==> config.mk <==
export PLATFORM = sky130hd
export DESIGN_NAME = cvt_seq_top
export DESIGN_NICKNAME = d
export VERILOG_FILES = /design/src/rtl/cvt_seq_pkg.sv /design/src/rtl/cvt_prescaler.sv /design/src/rtl/cvt_period_ctr.sv /design/src/rtl/cvt_seq_top.sv
export SDC_FILE = /design/constraint.sdc
export NUM_CORES = 1
export LEC_CHECK = 0
export CAP_MARGIN = 40
export CORE_MARGIN = 5
export CORE_UTILIZATION = 48
export CTS_CLUSTER_DIAMETER = 50
export DETAILED_ROUTE_END_ITERATION = 16
export DONT_BUFFER_PORTS = 1
export PLACE_DENSITY = 0.6
export SYNTH_ARGS = -nofsm -noshare
export SYNTH_HDL_FRONTEND = slang
export SYNTH_SLANG_ARGS = --single-unit
==> constraint.sdc <==
create_clock -name clk -period 2.4 [get_ports clk]
set_input_delay 0.24 -clock clk [delete_from_list [all_inputs] [get_ports clk]]
set_output_delay 0.24 -clock clk [all_outputs]
set_load 0.005 [all_outputs]
==> src/rtl/cvt_seq_pkg.sv <==
package cvt_seq_pkg;

    typedef enum logic [1:0] {
        ST_RUN   = 2'd0,
        ST_CAL   = 2'd1,
        ST_SLEEP = 2'd2
    } seq_state_t;

    typedef enum logic [1:0] {
        CAL_NONE   = 2'b00,
        CAL_OFFSET = 2'b01,
        CAL_GAIN   = 2'b10,
        CAL_BOTH   = 2'b11
    } cal_kind_t;

    // number of conversion periods a calibration occupies
    function automatic logic [2:0] cal_periods(cal_kind_t kind);
        return (kind == CAL_BOTH) ? 3'd4 : 3'd2;
    endfunction

endpackage

==> src/rtl/cvt_prescaler.sv <==
// Divides the master clock into the modulator enable. PRE_CLKS must be
// smaller than DIV_BASE so the warning falls inside the last tick.
module cvt_prescaler #(
    parameter int DIV_BASE = 128,
    parameter int PRE_CLKS = 4
) (
    input  logic clk,
    input  logic rst_n,
    input  logic run_i,
    input  logic restart_i,
    input  logic speed_i,
    output logic tick_o,
    output logic warn_phase_o
);
    localparam int PW = $clog2(2 * DIV_BASE) + 1;

    logic [PW-1:0] phase_q;
    logic [PW-1:0] lim;

    always_comb begin
        lim = speed_i ? PW'(2 * DIV_BASE - 1) : PW'(DIV_BASE - 1);
    end

    always_ff @(posedge clk) begin
        if (!rst_n) begin
            phase_q <= '0;
        end else if (!run_i || restart_i) begin
            phase_q <= '0;
        end else if (phase_q >= lim) begin
            phase_q <= '0;
        end else begin
            phase_q <= phase_q + PW'(1);
        end
    end

    assign tick_o       = run_i && (phase_q >= lim);
    assign warn_phase_o = run_i && (phase_q == lim - PW'(PRE_CLKS));


    tick_gap_chk: assert property (@(posedge clk) disable iff (!rst_n)
        tick_o |=> !tick_o)
        else $error("modulator enable wider than one clock");

endmodule

==> src/rtl/cvt_period_ctr.sv <==
// Counts modulator ticks within one conversion period.
module cvt_period_ctr #(
    parameter int TICKS_BASE = 1280
) (
    input  logic       clk,
    input  logic       rst_n,
    input  logic       run_i,
    input  logic       restart_i,
    input  logic [1:0] dr_i,
    input  logic       tick_i,
    input  logic       warn_phase_i,
    output logic       done_o,
    output logic       warn_o
);
    localparam int CW = $clog2(4 * TICKS_BASE) + 1;

    logic [CW-1:0] cnt_q;
    logic [CW-1:0] lim;
    logic          last_tick;

    // rate code 3 maps onto the same period as code 2
    always_comb begin
        unique case (dr_i)
            2'd0:    lim = CW'(TICKS_BASE - 1);
            2'd1:    lim = CW'(2 * TICKS_BASE - 1);
            default: lim = CW'(4 * TICKS_BASE - 1);
        endcase
    end

    assign last_tick = (cnt_q >= lim);

    always_ff @(posedge clk) begin
        if (!rst_n) begin
            cnt_q <= '0;
        end else if (!run_i || restart_i) begin
            cnt_q <= '0;
        end else if (tick_i) begin
            cnt_q <= last_tick ? '0 : cnt_q + CW'(1);
        end
    end

    assign done_o = tick_i && last_tick;
    assign warn_o = warn_phase_i && last_tick;


    warn_sep_chk: assert property (@(posedge clk) disable iff (!rst_n)
        warn_o |-> !done_o)
        else $error("ready warning coincides with update");

endmodule

==> src/rtl/cvt_seq_top.sv <==
module cvt_seq_top
    import cvt_seq_pkg::*;
#(
    parameter int DIV_BASE   = 128,
    parameter int TICKS_BASE = 1280,
    parameter int PRE_CLKS   = 4,
    parameter int DATA_W     = 24
) (
    input  logic              clk,
    input  logic              rst_n,
    input  logic              speed_i,
    input  logic [1:0]        dr_i,
    input  logic              resync_i,
    input  logic              sleep_i,
    input  logic              wake_i,
    input  logic [1:0]        cal_req_i,
    input  logic              rd_done_i,
    input  logic [DATA_W-1:0] result_i,
    output logic              mod_en_o,
    output logic              conv_done_o,
    output logic              rdy_n_o,
    output logic              busy_o,
    output logic [DATA_W-1:0] data_o
);
    seq_state_t        state_q, state_d;
    logic [2:0]        cal_left_q;
    logic              discard_q;
    logic              rdy_n_q;
    logic [DATA_W-1:0] data_q;

    logic run, restart, start_cal;
    logic mod_tick, warn_phase, period_done, period_warn;
    cal_kind_t cal_kind;

    assign cal_kind  = cal_kind_t'(cal_req_i);
    assign run       = (state_q != ST_SLEEP);
    assign start_cal = (state_q == ST_RUN) && !sleep_i && (cal_kind != CAL_NONE);
    assign restart   = run && !sleep_i && (resync_i || start_cal);

    cvt_prescaler #(
        .DIV_BASE (DIV_BASE),
        .PRE_CLKS (PRE_CLKS)
    ) presc_i (
        .clk          (clk),
        .rst_n        (rst_n),
        .run_i        (run),
        .restart_i    (restart),
        .speed_i      (speed_i),
        .tick_o       (mod_tick),
        .warn_phase_o (warn_phase)
    );

    cvt_period_ctr #(
        .TICKS_BASE (TICKS_BASE)
    ) period_i (
        .clk          (clk),
        .rst_n        (rst_n),
        .run_i        (run),
        .restart_i    (restart),
        .dr_i         (dr_i),
        .tick_i       (mod_tick),
        .warn_phase_i (warn_phase),
        .done_o       (period_done),
        .warn_o       (period_warn)
    );

    // next state
    always_comb begin
        state_d = state_q;
        unique case (state_q)
            ST_RUN: begin
                if (sleep_i)        state_d = ST_SLEEP;
                else if (start_cal) state_d = ST_CAL;
            end
            ST_CAL: begin
                if (sleep_i)                                 state_d = ST_SLEEP;
                else if (period_done && cal_left_q == 3'd1) state_d = ST_RUN;
            end
            ST_SLEEP: begin
                if (wake_i) state_d = ST_RUN;
            end
            default: state_d = ST_RUN;
        endcase
    end

    // state register
    always_ff @(posedge clk) begin
        if (!rst_n) state_q <= ST_RUN;
        else        state_q <= state_d;
    end

    // outputs: ready line, data register, calibration bookkeeping
    always_ff @(posedge clk) begin
        if (!rst_n) begin
            rdy_n_q    <= 1'b1;
            data_q     <= '0;
            cal_left_q <= '0;
            discard_q  <= 1'b0;
        end else if (start_cal) begin
            cal_left_q <= cal_periods(cal_kind);
            rdy_n_q    <= 1'b1;
            discard_q  <= 1'b0;
        end else begin
            unique case (state_q)
                ST_CAL: begin
                    if (!sleep_i && period_done) begin
                        if (cal_left_q == 3'd1) begin
                            rdy_n_q   <= 1'b0;
                            discard_q <= 1'b1;
                        end
                        cal_left_q <= cal_left_q - 3'd1;
                    end else if (period_warn) begin
                        rdy_n_q <= 1'b1;
                    end
                end
                ST_RUN: begin
                    if (period_done) begin
                        if (discard_q) begin
                            discard_q <= 1'b0;
                        end else begin
                            data_q  <= result_i;
                            rdy_n_q <= 1'b0;
                        end
                    end else if (period_warn || rd_done_i) begin
                        rdy_n_q <= 1'b1;
                    end
                end
                default: ;
            endcase
        end
    end

    assign mod_en_o    = mod_tick;
    assign conv_done_o = period_done;
    assign rdy_n_o     = rdy_n_q;
    assign busy_o      = (state_q == ST_CAL);
    assign data_o      = data_q;


    fall_src_chk: assert property (@(posedge clk) disable iff (!rst_n)
        $fell(rdy_n_q) |-> $past(period_done))
        else $error("ready fell without a period end");


    data_hold_chk: assert property (@(posedge clk) disable iff (!rst_n)
        !$stable(data_q) |-> !rdy_n_q)
        else $error("data changed while ready high");


    sleep_quiet_chk: assert property (@(posedge clk) disable iff (!rst_n)
        (state_q == ST_SLEEP) |-> (!mod_tick && !period_done))
        else $error("activity during sleep");


    cal_end_chk: assert property (@(posedge clk) disable iff (!rst_n)
        ($fell(busy_o) && !$past(sleep_i)) |-> !rdy_n_q)
        else $error("calibration ended without ready");

endmodule

Word level (Yosys, flattened, before mapping)
Cells that the tools add are included.
{"block": "op_classes", "order_cmp": 2, "eq_ne": 17, "n_mux": 24, "add_sub_neg": 4, "reduce_logical": 29, "bitwise_logic": 3}
{"op": "one-hot mux 13 bit (2 select lines)", "count": 1}
{"op": "adder 14 x 1 -> 14 bit (second input constant)", "count": 1}
{"op": "greater-or-equal comparator 14 x 13 -> 1 bit", "count": 1}
{"op": "2-to-1 mux 14 bit", "count": 1}
{"op": "2-to-1 mux 3 bit", "count": 4}
{"op": "logical AND 1 bit", "count": 10}
{"op": "2-to-1 mux 2 bit", "count": 5}
{"op": "adder 9 x 1 -> 9 bit (second input constant)", "count": 1}
{"op": "equality test 9 bit", "count": 1}
{"op": "greater-or-equal comparator 9 bit", "count": 1}
{"op": "2-to-1 mux 1 bit", "count": 9}
{"op": "inequality test 3 bit (second input constant)", "count": 3}
{"op": "subtractor 9 x 3 -> 9 bit (second input constant)", "count": 1}
{"op": "2-to-1 mux 8 bit", "count": 1}
{"op": "AND reduction 4 bit", "count": 2}
{"op": "nonzero test 2 bit", "count": 4}
{"op": "inequality test 2 bit (second input constant)", "count": 3}
{"op": "inequality test 3 x 2 -> 1 bit (second input constant)", "count": 2}
{"op": "one-hot mux 2 bit (3 select lines)", "count": 1}
{"op": "AND reduction 5 bit", "count": 1}
{"op": "equality test 2 x 1 -> 1 bit (second input constant)", "count": 2}
{"op": "equality test 2 bit (second input constant)", "count": 2}
{"op": "zero test 2 bit", "count": 2}
{"op": "inequality test 2 x 1 -> 1 bit (second input constant)", "count": 2}
{"op": "11 further kinds", "count": 18}
{"block": "word_totals", "elab_cells": 86, "in_bits": 35, "output_inout_bits": 28, "reg_bits": 54}

Logic depth before layout (Yosys ltp)
Gate-level depths: netlist of the first run.
{"block": "depth", "ltp_word": 9, "depth_mapped": 10, "mapped_depth_nobuf": 9}

Hierarchy
A second synthesis of the first run with hierarchy kept.
{"block": "unflattened", "cells_unflattened": 306, "area_unflattened_um2": 2860.2}
{"module": "cvt_seq_top", "area_per_inst_um2": 1378.8, "instances": 1, "cells_each": 136}
{"module": "cvt_period_ctr", "area_per_inst_um2": 1026.0, "instances": 1, "cells_each": 120}
{"module": "cvt_prescaler", "area_per_inst_um2": 455.4, "instances": 1, "cells_each": 50}

Least setup slack after synthesis of the first run
No wires, ideal clock.
{"block": "synth_path", "kind": "input to register", "start": "input dr_i[1]", "end": "register data_q[10] (netlist: data_o[10])", "path_buffers": 1, "arrival_ns": 1.965, "required_ns": 2.284, "setup_time_ns": 0.116, "path_stages": 10, "path_slack_ns": 0.319, "cell_sequence": "or2_2 -> inv_1 -> ha_1 -> and4_1 -> a31oi_1 -> o21a_1 -> nor3_4 -> buf_8 -> mux2i_1 -> nor2b_1"}
{"block": "synth_between", "elab_chain_cells": 5, "word_cells_on_any_way": 6, "cone_classes": "order compare: 1; eq/ne: 1; mux: 1; reduce/logical: 3"}
{"element": "from (decl)", "line": "cvt_seq_top.sv:12", "text": "input logic [1:0] dr_i,"}
{"element": "equality test 2 x 1 -> 1 bit / zero test 2 bit (equally long branches)", "line": "cvt_period_ctr.sv:23", "text": "unique case (dr_i)"}
{"element": "one-hot mux 13 bit (2 select lines) (*)", "line": "cvt_period_ctr.sv:23"}
{"element": "greater-or-equal comparator 14 x 13 -> 1 bit (*)", "line": "cvt_period_ctr.sv:30", "text": "assign last_tick = (cnt_q >= lim);"}
{"element": "logical AND 1 bit (*)", "line": "cvt_period_ctr.sv:42", "text": "assign done_o = tick_i && last_tick;"}
{"element": "AND reduction 4 bit (no source line) (*)"}
{"element": "to (signal assigned)", "line": "cvt_seq_top.sv:121", "text": "data_q <= result_i;"}
{"element": "to (decl)", "line": "cvt_seq_top.sv:29", "text": "logic [DATA_W-1:0] data_q;"}
Every way passes the cells marked *; elsewhere a longest branch is shown, timed or not.
A chain may end at the register's enable or synchronous reset.

Worst setup path in the final report of the first run
{"block": "layout_path", "start": "register period_i.cnt_q[11]", "end": "output conv_done_o"}
{"block": "layout_between", "elab_chain_cells": 2}
{"element": "from (decl)", "line": "cvt_period_ctr.sv:17", "text": "logic [CW-1:0] cnt_q;"}
{"element": "from (signal assigned)", "line": "cvt_period_ctr.sv:38", "text": "cnt_q <= last_tick ? '0 : cnt_q + CW'(1);"}
{"element": "greater-or-equal comparator 14 x 13 -> 1 bit", "line": "cvt_period_ctr.sv:30"}
{"element": "logical AND 1 bit", "line": "cvt_period_ctr.sv:42"}
{"element": "to (decl)", "line": "cvt_seq_top.sv:20", "text": "output logic conv_done_o,"}
Every way passes these cells.

==> flow_summary.ini, run 1 <==
[run_status]
status = completed

[die]
die_area_um2 = 6810
core-area_um2 = 5110
die_y_um = 82.5
start_util_pct = 49.4
ios = 63
die_w_um = 82.5
rows = 26

[timing]
finalMaxSlewViolations = 0
fin_tns_setup_ns = 0
fin_skew_ns = 0.00780
fmax_mhz = 454
fin_crit_ns = 2.20
finalHoldViolCount = 0
final-setup-viol-count = 0
slew_headroom_pct = 66.8
rsz0062_at_grt = no
fin_crit_sh_pct = 91.7
worstMarginPinSlew_ns = 0.492

[yosys]
synth_top_flop_cell = dfxtp_1
synthTopCellsByCount = 54 x dfxtp_1, 31 x nor2_1, 27 x nor2b_1, 25 x mux2i_1, 14 x nand2_1
ys_types = 40
synth_edf_count = 0
synth_top_cell_by_area = dfxtp_1
ys_seq_area_share_pct = 42.8
syn_nets = 310
synth_most_common_cell = dfxtp_1
synth_area_per_cell_um2 = 9.53
synthTopCellsByArea = dfxtp_1 43%, mux2i_1 9.9%, nor2b_1 6.7%, ha_1 5.0%, nor2_1 4.6%
synth-seq-cells = 54
netlist.area_leader.share_pct = 42.8
syn_inst = 265
yosysWarnings = 0
syn_area_um2 = 2520
async_reset_ff_share_pct = 0

[clock_tree]
post_cts_buffers = 0
hold_buffers = 0
cts.sinks = 54
cts_tree = built
post_cts_resized = 0
clockBufferDepth = 2
htreeDepth = 2
cts-root-buf = clkbuf_8
clock_latency_ns = 0.30
cts.clk_slew.worst_paths_ns = 0.09
numCtsBuffers = 5

[placed_design]
io_buffers = 0
gp_congestion = 0.774
dp_hpwl_um = 3530

[pwr]
vdd_drop_max_uv = 249
leakagePower_uw = 0.000939
p_sw_uw = 325
internal_power_uw = 1250
combinationalPowerShare_pct = 4.6
pwr-share-seq_pct = 58.0
clkPwrFrac_pct = 37.4
swShare_pct = 20.7
power_density_nw_per_um2 = 578

[critical_path]
path_class = flop to output port
crit_fanout = 5
required_ns = 2.16
critPathLaunchType = flop
cp_data_arrival_time_ns = 1.96
rr_startpoint = period_i.cnt_q[11]
critPathCaptureType = output port
crit_start = period_i.cnt_q[11]

[min_path]
hp-start = rst_n
hp-class = input port to flop

[global_route]
grt_pass1_vias = 1588
grt_pass1_wl_um = 7430
gr-total-overflow = 0
gr-usage-all-layers_pct = 14.1
grt_max_degree = 32
antenna_found_initial = 0

[finish]
drive_above_1_share_pct = 7.01
area_growth_pct = 7.73
num_antenna_cells = 0
final_nets = 315
final_core_util_pct = 53.3

[routing]
first_pass_iters = 4
wl_um = 4710
drt-initial-drc-count = 54
antenna_left = 0
avgViaCountPerCell = 5.18
num_vias = 1765
drc_errors = 0
route.detailed.wl_per_inst_um = 13.8

[run]
drv_cap = 0
## flip-flops by register name, summed over array words and instances, names as in the netlist
register and count:
discard_q 1, state_q 2, data_o 24, rdy_n_o 1, cal_left_q 3, presc_i.phase_q 9, period_i.cnt_q 14
## worst paths after layout
path | to | slack [ns] | depth (start not counted)
worst max-delay path | conv_done_o | 0.20 | 5
worst min-delay path | cal_left_q[2] | 0.05 | 2
worst max register to register | rdy_n_o | 0.24 | 7
worst min register to register | presc_i.phase_q[0] | 0.46 | 1
## final cells by class
cell class | count | area (µm²)
sequential | 54 | 1080
timing repair buffer | 4 | 42.5
multi-input combinational | 195 | 1370
inverter | 10 | 37.5
fill | 485 | 2390
tap | 70 | 87.6
clock inverter | 1 | 30.0
clock buffer | 7 | 76.3
## logic make-up after synthesis
kind of cell | Yosys count | share of synthesized area (%)
AND/OR/NAND/NOR | 111 | 23.7
flip-flops | 54 | 42.8
AO/OA/AOI/OAI | 29 | 8.32
multiplexers | 25 | 9.91
XOR/XNOR | 20 | 6.94
buffers and inverters | 16 | 3.32
adder cells (fa/ha/maj) | 10 | 4.96
## worst max-delay path, cell delays in order, from the launching register on
cell,delay [ns]
dfxtp_1,0.40
ha_1,0.27
a21o_1,0.18
a211oi_1,0.30
o21a_1,0.32
nor2_1,0.18
## routing by layer
layer	up-vias	GRT usage, %	wire (µm)
met5	-	0	0
met3	4	5.53	514
li1	923	-	-
met2	50	21.6	2050
met1	788	17.9	2100
met4	0	4.90	46
## layout by cell type (no fill, tap or decap), types with 2 or more instances in the layout
master | Yosys | final
a211oi_1 | 3 | 3
a21o_1 | 2 | 2
a21oi_1 | 4 | 4
a31oi_1 | 4 | 4
and2_1 | 4 | 4
and3_1 | 2 | 2
and4_1 | 2 | 2
buf_4 | 0 | 3
clkbuf_1 | 3 | 2
clkbuf_8 | 0 | 5
dfxtp_1 | 54 | 54
ha_1 | 10 | 10
inv_1 | 10 | 10
mux2i_1 | 25 | 25
nand2_1 | 14 | 14
nand3_1 | 10 | 10
nand4_1 | 5 | 5
nor2_1 | 31 | 31
nor2b_1 | 27 | 27
nor3_1 | 6 | 5
o21a_1 | 3 | 3
o21ai_0 | 4 | 4
o22ai_1 | 4 | 4
xnor2_1 | 11 | 11
xor2_1 | 9 | 9
## per-stage QoR
| stage | std cells | total power [µW] | cell area, µm² | setup slack, ns | hold WS [ns] |
|---|---|---|---|---|---|
| 2_1_floorplan | 265 | 995 | 2520 | 0.319 | 0.409 |
| 3_3_place_gp | 333 | 1010 | 2610 | 0.221 | 0.365 |
| 3_5_place_dp | 333 | 1010 | 2610 | 0.189 | 0.364 |
| 4_1_cts | 341 | 1590 | 2720 | 0.205 | 0.0459 |
| 5_1_grt | 341 | 1640 | 2720 | 0.0296 | 0.0411 |
| 6_report | 341 | 1570 | 2720 | 0.198 | 0.0497 |
## power by group through the flow
stage               sequential (µW)  clock (µW)  combinational, µW
CTS                             912         605               74.0
global route                    914         646               83.1
global placement                933           0               73.4
floorplan                       931           0               63.9
detailed placement              933           0               73.5
finish                          912         587               73.0
No activity file was read; power rests on OpenSTA's default activity.
==> run 2, diff against run 1 <==
CTS_BUF_LIST = sky130_fd_sc_hd__clkbuf_16   (was default)
==> run 2 against run 1 <==
Effect of this change:
- via count rose by 0.28%
- final cell count did not move
- total power rose by 13%
- critical path depth did not move
- combinational power barely moved
- die area did not move
- routed wire length rose by 1.3%
==> flow_summary.ini, run 2 (synthesized netlist as in run 1, its figures left out) <==
[timing]
fin_skew_ns = 0.00514
fmax_mhz = 455
final-setup-viol-count = 0
fin_crit_ns = 2.20
setup_ws_ns = 0.202
fin_tns_setup_ns = 0
finalHoldViolCount = 0
rsz0062_at_grt = no
finalMaxSlewViolations = 0
fin_crit_sh_pct = 91.6
slew_headroom_pct = 68.7
worstMarginPinSlew_ns = 0.465

[finish]
final_nets = 315
mostFrequentLayoutCells = 54 x dfxtp_1, 31 x nor2_1, 27 x nor2b_1
final_common_cell = dfxtp_1
num_antenna_cells = 0
drive_above_1_share_pct = 7.01
largest_reg_flops = 24
area_growth_pct = 9.96
n_fill_cell = 484
finalInstanceArea_um2 = 2780

[clock_tree]
htreeDepth = 2
cts_tree = built
clock_latency_ns = 0.29
clockBufferDepth = 2
post_cts_resized = 0
cts.clk_slew.worst_paths_ns = 0.06
cts.sinks = 54
cts-root-buf = clkbuf_16
post_cts_buffers = 0
hold_buffers = 0
numCtsBuffers = 5

[pwr]
vdd_drop_max_uv = 339
leakagePower_uw = 0.000973
power_density_nw_per_um2 = 637

[global_route]
grt_max_degree = 32
grt_pass1_vias = 1589
gr-usage-all-layers_pct = 14.3
gr-total-overflow = 0
antenna_found_initial = 0
grt_pass1_wl_um = 7470

[die]
die_area_um2 = 6810
rows = 26
die_w_um = 82.5
ios = 63
die_y_um = 82.5
start_util_pct = 49.4
core-area_um2 = 5110

[routing]
antenna_left = 0
drc_errors = 0
first_pass_iters = 4
route.detailed.wl_per_inst_um = 14.0
avgViaCountPerCell = 5.19
num_vias = 1770
drt-initial-drc-count = 57
wl_um = 4770

[run]
drv_cap = 0

[critical_path]
cp_data_arrival_time_ns = 1.96
crit_fanout = 5
required_ns = 2.16
path_class = flop to output port
critPathCaptureType = output port
critPathLaunchType = flop

[run_status]
status = completed

[placed_design]
placed_area_um2 = 2610
gp_congestion = 0.774
dp_slack_ns = 0.189
dp_hpwl_um = 3530
io_buffers = 0

[min_path]
hp-class = input port to flop
-- run 2: path summary, 6_finish.rpt --
path                           start                 end  slack [ns]  cells after the start
setup / recovery  period_i.cnt_q[11]         conv_done_o        0.20                      5
setup reg to reg  period_i.cnt_q[11]             rdy_n_o        0.24                      7
hold reg to reg   presc_i.phase_q[0]  presc_i.phase_q[0]        0.46                      1
hold / removal                 rst_n       cal_left_q[2]        0.07                      2
-- run 2: critical path, stage by stage (launching register included) --
cell	delay, ns
dfxtp_1	0.40
ha_1	0.27
a21o_1	0.18
a211oi_1	0.30
o21a_1	0.33
nor2_1	0.19
-- run 2: through the flow --
stage	power (µW)	hold slack, ns	utilization (%)	std cells
2_1_floorplan	995	0.409	-	265
5_1_grt	1840	0.0650	54.4	341
3_5_place_dp	1010	0.364	51.1	333
4_1_cts	1790	0.0644	54.3	341
6_report	1770	0.0668	54.4	341
3_3_place_gp	1010	0.365	51.1	333
-- run 2: layer usage --
layer,wire (µm),track usage (%),part of all wire [%],vias up
met5,0,0,0,-
met4,59,4.90,1.2,0
met3,499,6.18,10,4
met2,2080,21.6,43,46
met1,2140,18.1,45,798
li1,-,-,-,922
-- run 2: power breakdown --
part           total, µW  switching (µW)  internal (µW)
combinational       73.1            41.3           31.8
clock                783             299            484
sequential           913            8.99            904
-- run 2: area by class of cell --
cell class	instances	area, µm²	share of cell area (%)
inverters	10	37.5	1.35
repair buffers	4	42.5	1.53
well taps	70	87.6	3.15
clock inverters	3	37.5	1.35
flip-flops and latches	54	1080	38.9
clock buffers	5	125	4.51
multi-input cells	195	1370	49.2
